==> src/rtl/wdt_pkg.sv <==
// Shared constants for the two-stage watchdog: register addresses and
// status bit positions. Assumes a 16-bit data bus with two byte strobes.
package wdt_pkg;
    localparam int DATA_W = 16;
    localparam int BE_W   = DATA_W / 8;

    typedef enum logic [2:0] {
        REG_CTRL   = 3'd0,
        REG_PERIOD = 3'd1,
        REG_RELOAD = 3'd2,
        REG_STATUS = 3'd3,
        REG_COUNT  = 3'd4
    } wdt_reg_e;

    localparam int CTRL_HALT   = 0;
    localparam int CTRL_NOREB  = 1;
    localparam int STS_FIRST   = 0;
    localparam int STS_BOOT    = 1;
    localparam int STS_SECOND  = 2;
    localparam int STS_W       = 3;
endpackage

==> src/rtl/wdt_regs.sv <==
// Register file of the watchdog: control, period and sticky status, plus the
// read mux. Assumes set events arrive as single-cycle pulses from the counter.
module wdt_regs
    import wdt_pkg::*;
#(
    parameter int PERIOD_W       = 10,
    parameter int DEFAULT_PERIOD = 4
) (
    input  logic                clk,
    input  logic                rst_n,
    input  logic [2:0]          bus_addr,
    input  logic                bus_we,
    input  logic [BE_W-1:0]     bus_be,
    input  logic [DATA_W-1:0]   bus_wdata,
    output logic [DATA_W-1:0]   bus_rdata,
    input  logic [PERIOD_W-1:0] count,
    input  logic                set_first,
    input  logic                set_boot,
    input  logic                set_second,
    output logic                halt,
    output logic                noreboot,
    output logic [PERIOD_W-1:0] period,
    output logic                reload,
    output logic [STS_W-1:0]    status
);
    logic [DATA_W-1:0] period_q;
    logic [1:0]        ctrl_q;
    logic [STS_W-1:0]  sts_q;
    logic [STS_W-1:0]  sts_set;
    logic              wr_ctrl, wr_period, wr_status;

    assign wr_ctrl   = bus_we && (bus_addr == REG_CTRL);
    assign wr_period = bus_we && (bus_addr == REG_PERIOD);
    assign wr_status = bus_we && (bus_addr == REG_STATUS) && bus_be[0];
    assign reload    = bus_we && (bus_addr == REG_RELOAD) && (|bus_be);

    assign sts_set[STS_FIRST]  = set_first;
    assign sts_set[STS_BOOT]   = set_boot;
    assign sts_set[STS_SECOND] = set_second;

    // Control bits: halt and no-reboot, written through byte 0.
    always_ff @(posedge clk) begin
        if (!rst_n)
            ctrl_q <= 2'b11;
        else if (wr_ctrl && bus_be[0])
            ctrl_q <= bus_wdata[1:0];
    end

    // Period register, one generate branch per byte lane.
    for (genvar b = 0; b < BE_W; b++) begin : g_lane
        always_ff @(posedge clk) begin
            if (!rst_n)
                period_q[8*b +: 8] <= 8'(DEFAULT_PERIOD >> (8*b));
            else if (wr_period && bus_be[b])
                period_q[8*b +: 8] <= bus_wdata[8*b +: 8];
        end
    end

    // Sticky status flags: set wins over write-one-to-clear.
    for (genvar i = 0; i < STS_W; i++) begin : g_sts
        always_ff @(posedge clk) begin
            if (!rst_n)
                sts_q[i] <= 1'b0;
            else if (sts_set[i])
                sts_q[i] <= 1'b1;
            else if (wr_status && bus_wdata[i])
                sts_q[i] <= 1'b0;
        end
    end

    // Combinational read mux.
    always_comb begin
        bus_rdata = '0;
        case (bus_addr)
            REG_CTRL:   bus_rdata[1:0]          = ctrl_q;
            REG_PERIOD: bus_rdata               = period_q;
            REG_STATUS: bus_rdata[STS_W-1:0]    = sts_q;
            REG_COUNT:  bus_rdata[PERIOD_W-1:0] = count;
            default:    bus_rdata               = '0;
        endcase
    end

    assign halt     = ctrl_q[CTRL_HALT];
    assign noreboot = ctrl_q[CTRL_NOREB];
    assign period   = period_q[PERIOD_W-1:0];
    assign status   = sts_q;
endmodule

==> src/rtl/wdt_counter.sv <==
// Countdown and two-stage expiry logic. Assumes the reload input is a
// single-cycle pulse and tick is a qualified one-cycle enable.
module wdt_counter #(
    parameter int PERIOD_W       = 10,
    parameter int DEFAULT_PERIOD = 4
) (
    input  logic                clk,
    input  logic                rst_n,
    input  logic                tick,
    input  logic                halt,
    input  logic                noreboot,
    input  logic                reload,
    input  logic [PERIOD_W-1:0] period,
    output logic [PERIOD_W-1:0] count,
    output logic                stage2,
    output logic                locked,
    output logic                ev_first,
    output logic                ev_second,
    output logic                ev_boot,
    output logic                reset_req
);
    logic [PERIOD_W-1:0] cnt_q;
    logic                stage2_q, locked_q, req_q;
    logic                run_tick, expire;

    assign run_tick  = tick && !halt && !locked_q;
    assign expire    = run_tick && !reload && (cnt_q <= PERIOD_W'(1));
    assign ev_first  = expire && !stage2_q;
    assign ev_second = expire && stage2_q;
    assign ev_boot   = ev_second && !noreboot;

    // Countdown, stage tracking and the reset-request pulse.
    always_ff @(posedge clk) begin
        if (!rst_n) begin
            cnt_q    <= PERIOD_W'(DEFAULT_PERIOD);
            stage2_q <= 1'b0;
            locked_q <= 1'b0;
            req_q    <= 1'b0;
        end else begin
            req_q <= 1'b0;
            if (reload) begin
                cnt_q    <= period;
                stage2_q <= 1'b0;
            end else if (expire) begin
                cnt_q    <= period;
                stage2_q <= 1'b1;
                if (ev_boot) begin
                    req_q    <= 1'b1;
                    locked_q <= 1'b1;
                end
            end else if (run_tick) begin
                cnt_q <= cnt_q - PERIOD_W'(1);
            end
        end
    end

    assign count     = cnt_q;
    assign stage2    = stage2_q;
    assign locked    = locked_q;
    assign reset_req = req_q;
endmodule

==> src/rtl/wdt_two_stage.sv <==
// Top of the two-stage watchdog: joins the register file and the countdown.
// Assumes tick_en is synchronous to clk and one cycle wide per tick.
module wdt_two_stage
    import wdt_pkg::*;
#(
    parameter int PERIOD_W       = 10,
    parameter int DEFAULT_PERIOD = 4
) (
    input  logic        clk,
    input  logic        rst_n,
    input  logic [2:0]  bus_addr,
    input  logic        bus_we,
    input  logic [1:0]  bus_be,
    input  logic [15:0] bus_wdata,
    output logic [15:0] bus_rdata,
    input  logic        tick_en,
    output logic        reset_req
);
    logic                halt_w, noreb_w, reload_w, stage2_w, locked_w;
    logic                ev_first, ev_second, ev_boot;
    logic [PERIOD_W-1:0] period_w, count_w;
    logic [STS_W-1:0]    sts_w;

    wdt_regs #(.PERIOD_W(PERIOD_W), .DEFAULT_PERIOD(DEFAULT_PERIOD)) u_regs (
        .clk(clk), .rst_n(rst_n),
        .bus_addr(bus_addr), .bus_we(bus_we), .bus_be(bus_be),
        .bus_wdata(bus_wdata), .bus_rdata(bus_rdata),
        .count(count_w),
        .set_first(ev_first), .set_boot(ev_boot), .set_second(ev_second),
        .halt(halt_w), .noreboot(noreb_w), .period(period_w),
        .reload(reload_w), .status(sts_w)
    );

    wdt_counter #(.PERIOD_W(PERIOD_W), .DEFAULT_PERIOD(DEFAULT_PERIOD)) u_cnt (
        .clk(clk), .rst_n(rst_n), .tick(tick_en),
        .halt(halt_w), .noreboot(noreb_w), .reload(reload_w),
        .period(period_w), .count(count_w),
        .stage2(stage2_w), .locked(locked_w),
        .ev_first(ev_first), .ev_second(ev_second), .ev_boot(ev_boot),
        .reset_req(reset_req)
    );
endmodule

==> config.mk <==
export PLATFORM = sky130hd
export DESIGN_NAME = wdt_two_stage
export DESIGN_NICKNAME = d
export VERILOG_FILES = /design/src/rtl/wdt_pkg.sv /design/src/rtl/wdt_regs.sv /design/src/rtl/wdt_counter.sv /design/src/rtl/wdt_two_stage.sv
export SDC_FILE = /design/constraint.sdc
export NUM_CORES = 1
export LEC_CHECK = 0
export BUFFER_PORTS_ARGS = -buffer_cell sky130_fd_sc_hd__buf_4
export CORE_UTILIZATION = 55
export CTS_BUF_LIST = sky130_fd_sc_hd__clkbuf_4 sky130_fd_sc_hd__clkbuf_8
export DETAILED_ROUTE_END_ITERATION = 7
export PLACE_DENSITY = 0.86
export SYNTH_ARGS = -nofsm -noshare
export SYNTH_HDL_FRONTEND = slang
export SYNTH_HIERARCHICAL = 1
export SYNTH_SLANG_ARGS = --single-unit
==> constraint.sdc <==
create_clock -name clk -period 2.3 [get_ports clk]
set_clock_uncertainty 0.15 [all_clocks]
set_input_delay 0.345 -clock clk [delete_from_list [all_inputs] [get_ports clk]]
set_output_delay 0.345 -clock clk [all_outputs]
set_load 0.01 [all_outputs]
==> results of run 1 <==
==> power groups by stage <==
stage	clock [mW]	sequential [mW]	combinational, mW
2_1_floorplan	0	0.619	0.108
3_3_place_gp	0	0.625	0.169
3_5_place_dp	0	0.625	0.172
4_1_cts	0.520	0.612	0.173
5_1_grt	0.549	0.614	0.191
6_report	0.519	0.612	0.176
==> worst max-delay path by stage <==
stage | slack [ps] | to | start | cells after the start
global route | 3 | u_cnt/count[9] | u_cnt/count[8] | 5
CTS | 110 | u_cnt/count[9] | u_cnt/count[8] | 5
floorplan | 260 | u_cnt/count[3] | bus_addr[1] | 8
finish | 100 | u_cnt/count[9] | u_cnt/count[8] | 5
global placement | 190 | u_cnt/count[9] | u_cnt/count[8] | 5
detailed placement | 170 | u_cnt/count[9] | u_cnt/count[8] | 5
==> cells in the mapped netlist, types with 3 or more instances <==
cell      count
nand3_1       5
a31oi_1       5
mux2i_1      20
nor3_1        6
a41oi_1       3
nand2_1      44
inv_1         8
nor2b_1       8
nand4_1       3
a22oi_1       9
buf_4        11
and3_1        7
nor2_1       14
clkbuf_1      8
buf_2         5
o31a_1        3
dfxtp_1      34
o21ai_0       5
nor4_1        7
mux2_2        4
==> layer usage <==
metal  vias up  GRT usage  part of all wire  wire length (um)
li1        983          -                 -                 -
met1       973      0.336              0.42              2250
met2       106      0.453              0.48              2540
met3        14     0.0696             0.081               428
met4         0     0.0909             0.015                78
met5         -          0                 0                 0
==> sequential cells by signal (all words and copies together), names as in the netlist <==
| register | flops |
|---|---|
| u_cnt/locked | 1 |
| u_cnt/reset_req | 1 |
| u_regs/ctrl_q | 2 |
| u_regs/period_q | 6 |
| u_regs/period | 10 |
| u_cnt/stage2 | 1 |
| u_regs/status | 3 |
| u_cnt/count | 10 |
==> worst reg2reg max path, cell delays in order (launching register included) <==
cell     delay, ps
dfxtp_1        380
or4_4          570
o41ai_4        550
buf_4          230
and2_2         140
o31a_1         140
==> kinds of logic (layout without fill, tap and decap cells) <==
family                   after synthesis  in the layout  share of synthesized area
multiplexers                          24             24                      0.117
AND/OR/NAND/NOR                      115            115                      0.287
AO/OA/AOI/OAI                         44             44                      0.165
adder cells (fa/ha/maj)                2              2                     0.0119
buffers and inverters                 36             71                     0.0952
flip-flops                            34             34                      0.324
==> area by class of cell <==
cell class                      count  area, um2
Sequential cell                    34        681
Multi-Input combinational cell    185       1230
Fill cell                         292       1130
Clock buffer                        8        110
Tap cell                           48       60.1
Timing Repair Buffer               55        413
Inverter                            8       30.0
==> metrics by stage <==
step                       util  power (mW)  worst slack, ps
final                     0.691        1.31             97.2
after global routing      0.691        1.35             3.37
after CTS                 0.689        1.31              110
after detailed placement  0.659       0.797              169
after global placement    0.659       0.794              186
after floorplan               -       0.727              256
==> impl_summary.md, run 1 <==
Critical path
The worst register-to-register path begins at u_cnt/count[8]. The kind of capture point of the worst setup path is a register. Counting cells, the worst reg-to-reg path comes to 5. On the critical path, the stage with the largest delay is an instance of or4_4.

The worst register-to-register path ends at u_cnt/count[9]. The signal on the critical path passes through or4_4 -> o41ai_4 -> buf_4 -> and2_2 -> o31a_1. For the worst setup path, the data arrival time is around 2300 ps. The element type at the critical path start is a register. On the critical path the largest part of the delay comes from simple AND/OR/NAND/NOR gates. In this design, the stage delay of the slowest critical-path cell is between 500 and 600 ps.

The number of buffer and inverter instances along the worst setup path is 1. The largest fanout on the critical path is 7. The setup slack of the worst register-to-register path is around 97 ps. The critical path data required time is roughly 2400 ps. The critical path in this run is classified as reg2reg.

CTS
The number of buffers created by CTS is 5. The clock net in this run drives a total of 34 sinks. The maximum level of the CTS H-tree is 2.

Buffers added to address setup during post-CTS repair amount to 0. The clock-pin slew of the registers on the worst-case setup and hold paths is around 70 ps. The clock tree from TritonCTS is yes. In this run the deepest clock path goes through 2 buffers. Once the clock tree was built, the resizer swapped 0 gates to a different size. The quantity of hold-fixing buffers added after cts is 0. The later-pin clock latency in the skew report is about 280 ps. In this run the clock root is driven by a clkbuf_8.

Cells and area
Of the cells placed in the final design, the portion with a size suffix greater than 1 is 0.276. The finished cells cover roughly 2500 um2. The library cell used most frequently in the layout, excluding fill and tap cells, is buf_4.

The finished layout holds between 300 and 400 standard cells, fillers aside. The post-synthesis to final-layout area growth is 20.2%. In the layout the commonest cells are buf_4, nand2_1, dfxtp_1. The number of antenna diodes is 0. For this run, the post-layout net count is ~320.

Timing
The final worst-path cycle share is 0.958. The hold violation count in the final report came to 0. Setup violations remaining at the end of the flow were counted as 0. Setup repair after global routing left no endpoint under its margin. The worst pin sits at a relative slew slack of 0.660. Adding up every negative setup slack in the final design gives 0 ps. For the pin with the worst max-slew slack, the measured transition is 506 ps.

Hold timing on the final database bottoms out at a slack of 120 ps. Based on the critical path, the design can be clocked at up to about 450 MHz. The routed design could run at a clock period as short as between 2000 and 2500 ps.

The count of pins over their slew limit is 0.

Yosys
Yosys attributes the largest share of cell area to dfxtp_1, mux2i_1, nand2_1, buf_4, a22oi_1. The post-synthesis register bit count is 34. The sequential cell area fraction in the yosys report is 0.324. The number of different library cells in the post-synthesis netlist is 52. The net count of the mapped netlist is around 280. Yosys printed 6 warnings. The count of flip-flops with a built-in enable after synthesis is 0. The average instance area after synthesis is around 8.2 um2. dfxtp_1 takes more of the synthesized area than any other cell. After synthesis, the share of flip-flops with an asynchronous set or reset is 0. The post-synthesis cell count is approximately 260. The combined area of all synthesized cells is between 2000 and 2500 um2.

The most used flip-flop cell after synthesis is dfxtp_1. The share of Yosys cell area claimed by the top area cell type is 0.324.

Floorplanning
The number of cell rows is 22. The starting density of the core is 0.575. The floorplan step defined a die boundary enclosing 4080 um2.

The floorplan die height is between 60 and 70 um. The die is roughly 64 um wide. The area inside the core boundary is roughly 3700 um2. Pin placement for this block handled 42 I/O pins.

Detailed routing
The number of remaining DRC errors is 0. The total wirelength of the detailed-routed design is around 5300 um. The final route contains just over 2000 vias.

After detailed routing, the number of vias per cell comes to roughly 6.1. The violation count after the first detailed-route iteration is approximately 110. In this run the remaining antenna-violating nets after routing total 0. The length of the first detailed-routing pass in iterations is 5. The routed wire length per instance is between 15 and 20 um.

Power and ir drop
Cell internal power was estimated by the tool at 0.985 mW. Of the total power, the share spent switching nets is 0.247. The worst-case IR drop observed on VDD is ~0.00033 V. The static leakage is between 0.9 and 1 nW. Power spread over the standard cell area amounts to slightly above 500 nW/um2.

The analysis attributes to net switching a power of approximately 0.32 mW. Of the total power, registers draw 0.468. The share of total power dissipated in combinational logic is 0.135.

Of the total power, the clock network draws 0.397.

Hold path
The instance count along the most critical hold path is 2. The worst hold path begins at bus_wdata[2]. The worst hold path terminates at u_regs/status[2]. The min-delay analysis places its worst path in the category in2reg.

Placement
The global placement routability congestion is about 0.90. The detailed-placement wirelength estimate is between 3000 and 4000 um. The instance area at placement is approximately 2400 um2. The instance count after placement with tap cells included is between 300 and 400. The count of buffers from port buffering is 41.

Global routing
The global-route wire length before repair is about 8800 um. The maximum number of pins on one net before global-route repair is 29. For this run, the total global-route usage over all layers was measured as 0.271. The number of antenna violations at the first check in global routing is 0. The overflow left after global routing is 0. The via count of the first global-routing pass is 1948.

Job
The max-cap violation count is 0.

Outcome
The run finished with clean final reports.
No activity file was read; power rests on OpenSTA's default activity.
==> inputs of run 2 (changes only) <==
CORE_ASPECT_RATIO = 1.1   (was unset)
SKIP_CTS_REPAIR_TIMING = 1   (was unset)
==> run 2 against run 1 <==
  * Combinational power shrank 3%
  * Clock power shrank 10%
  * Register-to-register slack gained 20 ps
  * Setup slack gained 25 ps
  * Sequential power is essentially flat
  * Largest cell class unchanged
==> impl_summary.md, run 2 (same netlist as run 1, synthesis figures left out) <==
Cells and area
The final-layout fill cell count is 309 (+5.8%). The post-synthesis to final-layout area growth is 18.6%. The final layout net count is 314 (-0.63%). The footprint of the multi-input gates is 1230 um2 (-0.51%).

The number of antenna diodes is 0 (unchanged). In the layout the commonest cells are buf_4, nand2_1, dfxtp_1. Leaving out fill and tap cells, the most frequent cell in the layout is buf_4.

The share of cells above drive strength 1 is 0.267 (-0.00850). The area used by sequential logic in the layout is 681 um2 (unchanged). The non-filler instance count after layout was 338 (unchanged).

CTS
The maximum level of the CTS H-tree was 2 (unchanged). The clock-pin slew of the registers on the worst-case setup and hold paths is 70 ps (about the same). The buffer type at the clock tree root is clkbuf_8. The clock sink total was 34 (unchanged). The number of buffers created by CTS is 5 (unchanged). The clock tree from TritonCTS is yes. The later-pin clock latency in the skew report came to 280 ps (about the same). The number of buffers on the longest clock path is 2 (unchanged).

Timing
The final worst-path cycle share is 0.947 (-0.0107). The final-report setup violation count is 0 (unchanged). The worst hold slack is 127 ps (+7.41 ps). The maximum achievable frequency came to 459 MHz (+1.1%). The transition time at the pin with the least slew margin is 708 ps (+202 ps). The summed negative setup slack over all endpoints is 0 ps (unchanged). The count of pins over their slew limit came to 0 (unchanged).

The worst path setup slack after routing was 122 ps (+24.7 ps). The final critical path time including I/O delays and setup is 2180 ps (-24.7 ps). Setup repair after global routing left no endpoint under its margin. The worst-case headroom to the max-slew limit came to 0.524 (-0.136).

The hold violation count in the final report is 0 (unchanged).

Outcome
The run finished with clean final reports.

Detailed routing
The violation count after the first detailed-route iteration is 103 (-8.0%). The total wirelength of the detailed-routed design is 5240 um (-1.2%). The via count is 1975 (-4.9%). The length of the first detailed-routing pass in iterations is 7 (+2). The remaining number of nets flagged by the antenna check after routing is 0 (unchanged).

The number of remaining DRC errors is 0 (unchanged). The routed wire length per instance is 15.5 um (-1.2%). The via-per-instance ratio came to 5.84 (-4.9%).

Floorplanning
The die span in x was 61.0 um (-4.5%). The full die area is 4080 um2 (about the same). The starting density of the core came to 0.575 (+0.000983). The number of cell rows was 23 (+4.5%). The area inside the core boundary came to 3650 um2 (-0.17%). The count of boundary I/O pins is 42 (unchanged).

The floorplan die height is 66.9 um (+4.7%).

Critical path
In this run the worst setup path terminates at u_cnt/count[9]. The critical path data arrival time was 2260 ps (-20 ps). The slowest stage of the critical path belongs to the cell or4_4. The kind of cell with the highest combined delay on the critical path is simple AND/OR/NAND/NOR gates. The critical path in this run is classified as reg2reg. The depth of the critical timing path with buffers and inverters included is 5 (unchanged). The critical path goes through or4_4 -> o41ai_4 -> buf_4 -> and2_2 -> o31a_1.

The worst-case reg-to-reg path depth came to 5 (unchanged). The largest fanout on the critical path came to 7 (unchanged). In this run the critical register-to-register path is captured at u_cnt/count[9]. The kind of capture point of the worst setup path is a register. The number of buffer and inverter instances along the worst setup path is 1 (unchanged).

The stage delay of the slowest cell on the critical path is 570 ps (about the same). The startpoint of the most critical register-to-register path is u_cnt/count[8]. The setup slack of the worst register-to-register path was 120 ps (+20 ps). The most critical setup path has its startpoint at u_cnt/count[8].

STA classifies the critical path startpoint as a register. The critical path data required time is 2380 ps (about the same).

Hold path
The type of the worst min-delay path is in2reg.

Power and ir drop
The maximum ir drop on the vdd rail is 0.000450 V (+35%). The static leakage was 0.964 nW (-1.5%). The total power consumption of the routed design is 1.25 mW (-4.2%). The power per cell area is 502 nW/um2 (-3.0%).

Placement
The count of buffers from port buffering is 41 (unchanged). The instance count after placement with tap cells included is 330 (unchanged). The global placement routability congestion was 0.944 (+5.5%). The detailed-placement wirelength estimate came to 3840 um (-0.98%). The worst slack after detailed placement is 145 ps (-24.8 ps).

Job
The max-cap violation count is 0 (unchanged).

Global routing
The maximum number of pins on one net before global-route repair is 27 (-6.9%). The global-route usage over all layers is 0.270 (-0.000645). The global-route wire length before repair is 8090 um (-8.2%). The via count of the first global-routing pass is 1779 (-8.7%). The number of antenna violations at the first check in global routing is 0 (unchanged). The overflow left after global routing is 0 (unchanged).
run 2: routing by layer:
layer  routed length (um)  GRT usage
met1                 2250      0.352
met2                 2560      0.433
met3                  370     0.0641
met4                   58     0.0909
met5                    0          0
run 2: through the flow:
step | instance area, um2 | utilization
after floorplan | 2100 | -
after global placement | 2400 | 0.657
after detailed placement | 2400 | 0.657
after CTS | 2490 | 0.683
after global routing | 2490 | 0.683
final | 2490 | 0.683
run 2: report_power, final:
group | total (mW) | switching (mW) | internal, mW
combinational | 0.171 | 0.0919 | 0.0796
clock | 0.467 | 0.214 | 0.253
sequential | 0.613 | 0.0139 | 0.599
run 2: worst min path at each step:
stage / endpoint / cells after the start / from
finish: u_regs/status[2] / 2 / bus_wdata[2]
global route: u_regs/status[2] / 2 / bus_wdata[2]
CTS: u_regs/status[2] / 2 / bus_wdata[2]
detailed placement: u_regs/period_q[15] / 2 / u_regs/period_q[15]
global placement: u_regs/period_q[13] / 2 / u_regs/period_q[13]
floorplan: u_regs/period_q[10] / 2 / u_regs/period_q[10]
run 2: cell type report:
cell class	count	share of cell area
flip-flops and latches	34	0.273
multi-input cells	185	0.492
clock inverters	1	0.00201
repair buffers	53	0.159
clock buffers	7	0.0361
inverters	8	0.0120
well taps	50	0.0251
==> inputs of run 3 (changes only) <==
BUFFER_PORTS_ARGS = -buffer_cell sky130_fd_sc_hd__buf_2   (was -buffer_cell sky130_fd_sc_hd__buf_4)
HOLD_SLACK_MARGIN = 0.02   (was unset)
PLACE_DENSITY = 0.82   (was 0.86)
==> run 3 against run 2 <==
  * Clock-buffer cell count is 2 lower
  * Combinational power hardly changed
  * Sequential cell count is the same
  * Setup slack better by 23 ps
  * Sequential power decreased by 0.8%
  * Via count is 3.7% higher
  * Hold slack got worse by 3.9 ps
  * Highest routed layer unchanged
==> impl_summary.md, run 3 (same netlist as run 1, synthesis figures left out) <==
Detailed routing
The routed wire length per instance is 15.4 um (-0.76%). The length of the first detailed-routing pass in iterations came to 5 (-2). The violation count after the first detailed-route iteration is 90 (-13%). The number of remaining DRC errors was 0 (unchanged).

The via-per-instance ratio was 5.94 (+1.6%). The via count is 2049 (+3.7%). The total wirelength of the detailed-routed design is 5310 um (+1.3%).

The remaining number of nets flagged by the antenna check after routing is 0 (unchanged).

CTS
TritonCTS built the clock tree. The maximum level of the CTS H-tree is 2 (unchanged). The clock sink total is 34 (unchanged). The clock-pin slew of the registers on the worst-case setup and hold paths came to 80 ps (about the same). CTS placed an instance of clkbuf_8 at the clock tree root.

The number of buffers on the longest clock path is 2 (unchanged). The later-pin clock latency in the skew report is 300 ps (+20 ps). The number of buffers created by CTS was 5 (unchanged).

Floorplanning
The starting density of the core is 0.575 (unchanged). The number of cell rows is 23 (unchanged). The count of boundary I/O pins is 42 (unchanged). The floorplan die height is 66.9 um (unchanged). The die span in x was 61.0 um (unchanged). The area inside the core boundary is 3650 um2 (unchanged).

The full die area is 4080 um2 (unchanged).

Critical path
The critical path data arrival time is 2200 ps (-60 ps). The startpoint of the most critical register-to-register path is u_cnt/count[5]. The critical path data required time is 2340 ps (-40 ps). The slowest stage of the critical path is the or4_1 cell.

The worst-case reg-to-reg path depth is 5 (unchanged). STA classifies the critical path endpoint as a register. The critical path is of the reg2reg type. The endpoint identified for the worst register-to-register timing path is u_cnt/count[1]. The stage delay of the slowest cell on the critical path is 650 ps (+80 ps). The setup slack of the worst register-to-register path came to 140 ps (+20 ps). STA classifies the critical path startpoint as a register. The largest fanout on the critical path came to 7 (unchanged). Walking the worst path, the cells encountered are or4_1 -> o41ai_4 -> buf_4 -> nor2_1 -> o31a_1.

Cells and area
From synthesis to final layout, the design area changed by 17.4%. The post-route cell area came to 2470 um2 (-1.0%). In the layout the commonest cells are nand2_1, buf_2, dfxtp_1. The number of antenna diodes was 0 (unchanged). The final layout net count is 321 (+2.2%).

The fraction of the core area covered by cells at the end of the flow is 0.676 (-0.00685). The non-filler instance count after layout is 345 (+2.1%). The share of cells above drive strength 1 is 0.288 (+0.0208). Leaving out fill and tap cells, the most frequent cell in the layout is nand2_1.

Placement
The instance count after placement with tap cells included was 337 (+2.1%). The global placement routability congestion is 0.939 (-0.61%). The instance area at placement is 2350 um2 (-2.1%). The count of buffers from port buffering is 41 (unchanged). The detailed-placement wirelength estimate is 3860 um (+0.51%).

Power and ir drop
The total power consumption of the routed design was 1.34 mW (+7.4%). The power per cell area is 544 nW/um2 (+8.5%). The static leakage is 0.980 nW (+1.7%). The maximum ir drop on the vdd rail is 0.000460 V (+2.2%).

Hold path
The type of the worst min-delay path is in2reg. The launch point of the worst hold path is bus_wdata[2]. The path with the worst hold slack has its endpoint at u_regs/status[2]. The instance count along the most critical hold path came to 2 (unchanged).

Job
The max-cap violation count is 0 (unchanged).

Timing
The hold violation count in the final report is 0 (unchanged). The maximum achievable frequency is 464 MHz (+1.1%). The count of pins over their slew limit is 0 (unchanged). The worst-case headroom to the max-slew limit is 0.472 (-0.0518).

The final critical path time including I/O delays and setup was 2160 ps (-23.0 ps). The final-report setup violation count is 0 (unchanged). The transition time at the pin with the least slew margin was 790 ps (+82.6 ps).

The summed negative setup slack over all endpoints is 0 ps (unchanged). The final worst-path cycle share is 0.937 (-0.0100). Setup repair after global routing left no endpoint under its margin.

Global routing
The global-route track usage on met2 is 0.442 (+0.00962). The most used routing layer in global routing is met2. The fraction of met1 tracks used by global routing is 0.347 (-0.00514). The maximum number of pins on one net before global-route repair was 29 (+7.4%). The met3 track demand over resource was 0.0738 (+0.00971).

The overflow left after global routing is 0 (unchanged). The via count of the first global-routing pass is 1791 (+0.67%). The global-route wire length before repair is 8280 um (+2.4%). The number of antenna violations at the first check in global routing is 0 (unchanged). The global-route usage over all layers came to 0.279 (+0.00904).

Outcome
The run finished with clean final reports.
[run 3: worst max-delay path by stage]
stage	start	end	depth (start not counted)	slack, ps
final	u_cnt/count[5]	u_cnt/count[1]	5	140
after global routing	u_cnt/count[5]	u_cnt/count[1]	5	80
after CTS	u_cnt/count[9]	u_regs/status[1]	7	150
after detailed placement	u_cnt/count[5]	u_cnt/count[1]	5	180
after global placement	u_cnt/count[9]	u_regs/status[1]	7	200
after floorplan	bus_addr[1]	u_cnt/count[3]	8	260
[run 3: through the flow]
| stage | hold slack [ps] | worst slack, ps |
|---|---|---|
| after floorplan | 280 | 256 |
| after global placement | 289 | 198 |
| after detailed placement | 301 | 184 |
| after CTS | 118 | 148 |
| after global routing | 120 | 83.6 |
| final | 123 | 145 |
[run 3: worst max-delay path: cells and delay by family, from the launching register on]
kind	cells	cell delay, ps
AOI/OAI and AO/OA	2	610
and+or+nand+nor	2	690
buffers and inverters	1	220
DFF	1	370
[run 3: power by group]
group / internal, mW / leakage (nW) / switching [mW]
Sequential: 0.599 / 0.275 / 0.00849
Clock: 0.322 / 0.0504 / 0.242
Combinational: 0.0738 / 0.655 / 0.0987
Total: 0.995 / 0.980 / 0.349
[run 3: layout make-up]
cell class                 instances  area, um2
fill                             310       1180
tap                               50       62.6
sequential                        34        681
clock buffer                       5       68.8
inverter                           8       30.0
clock inverter                     3       45.0
multi-input combinational        185       1230
timing repair buffer              60        348
[run 3: routing by layer]
layer | up-vias | wire length (um)
li1 | 996 | -
met2 | 102 | 2600
met3 | 13 | 432
met4 | 0 | 112
met5 | - | 0
met1 | 938 | 2160
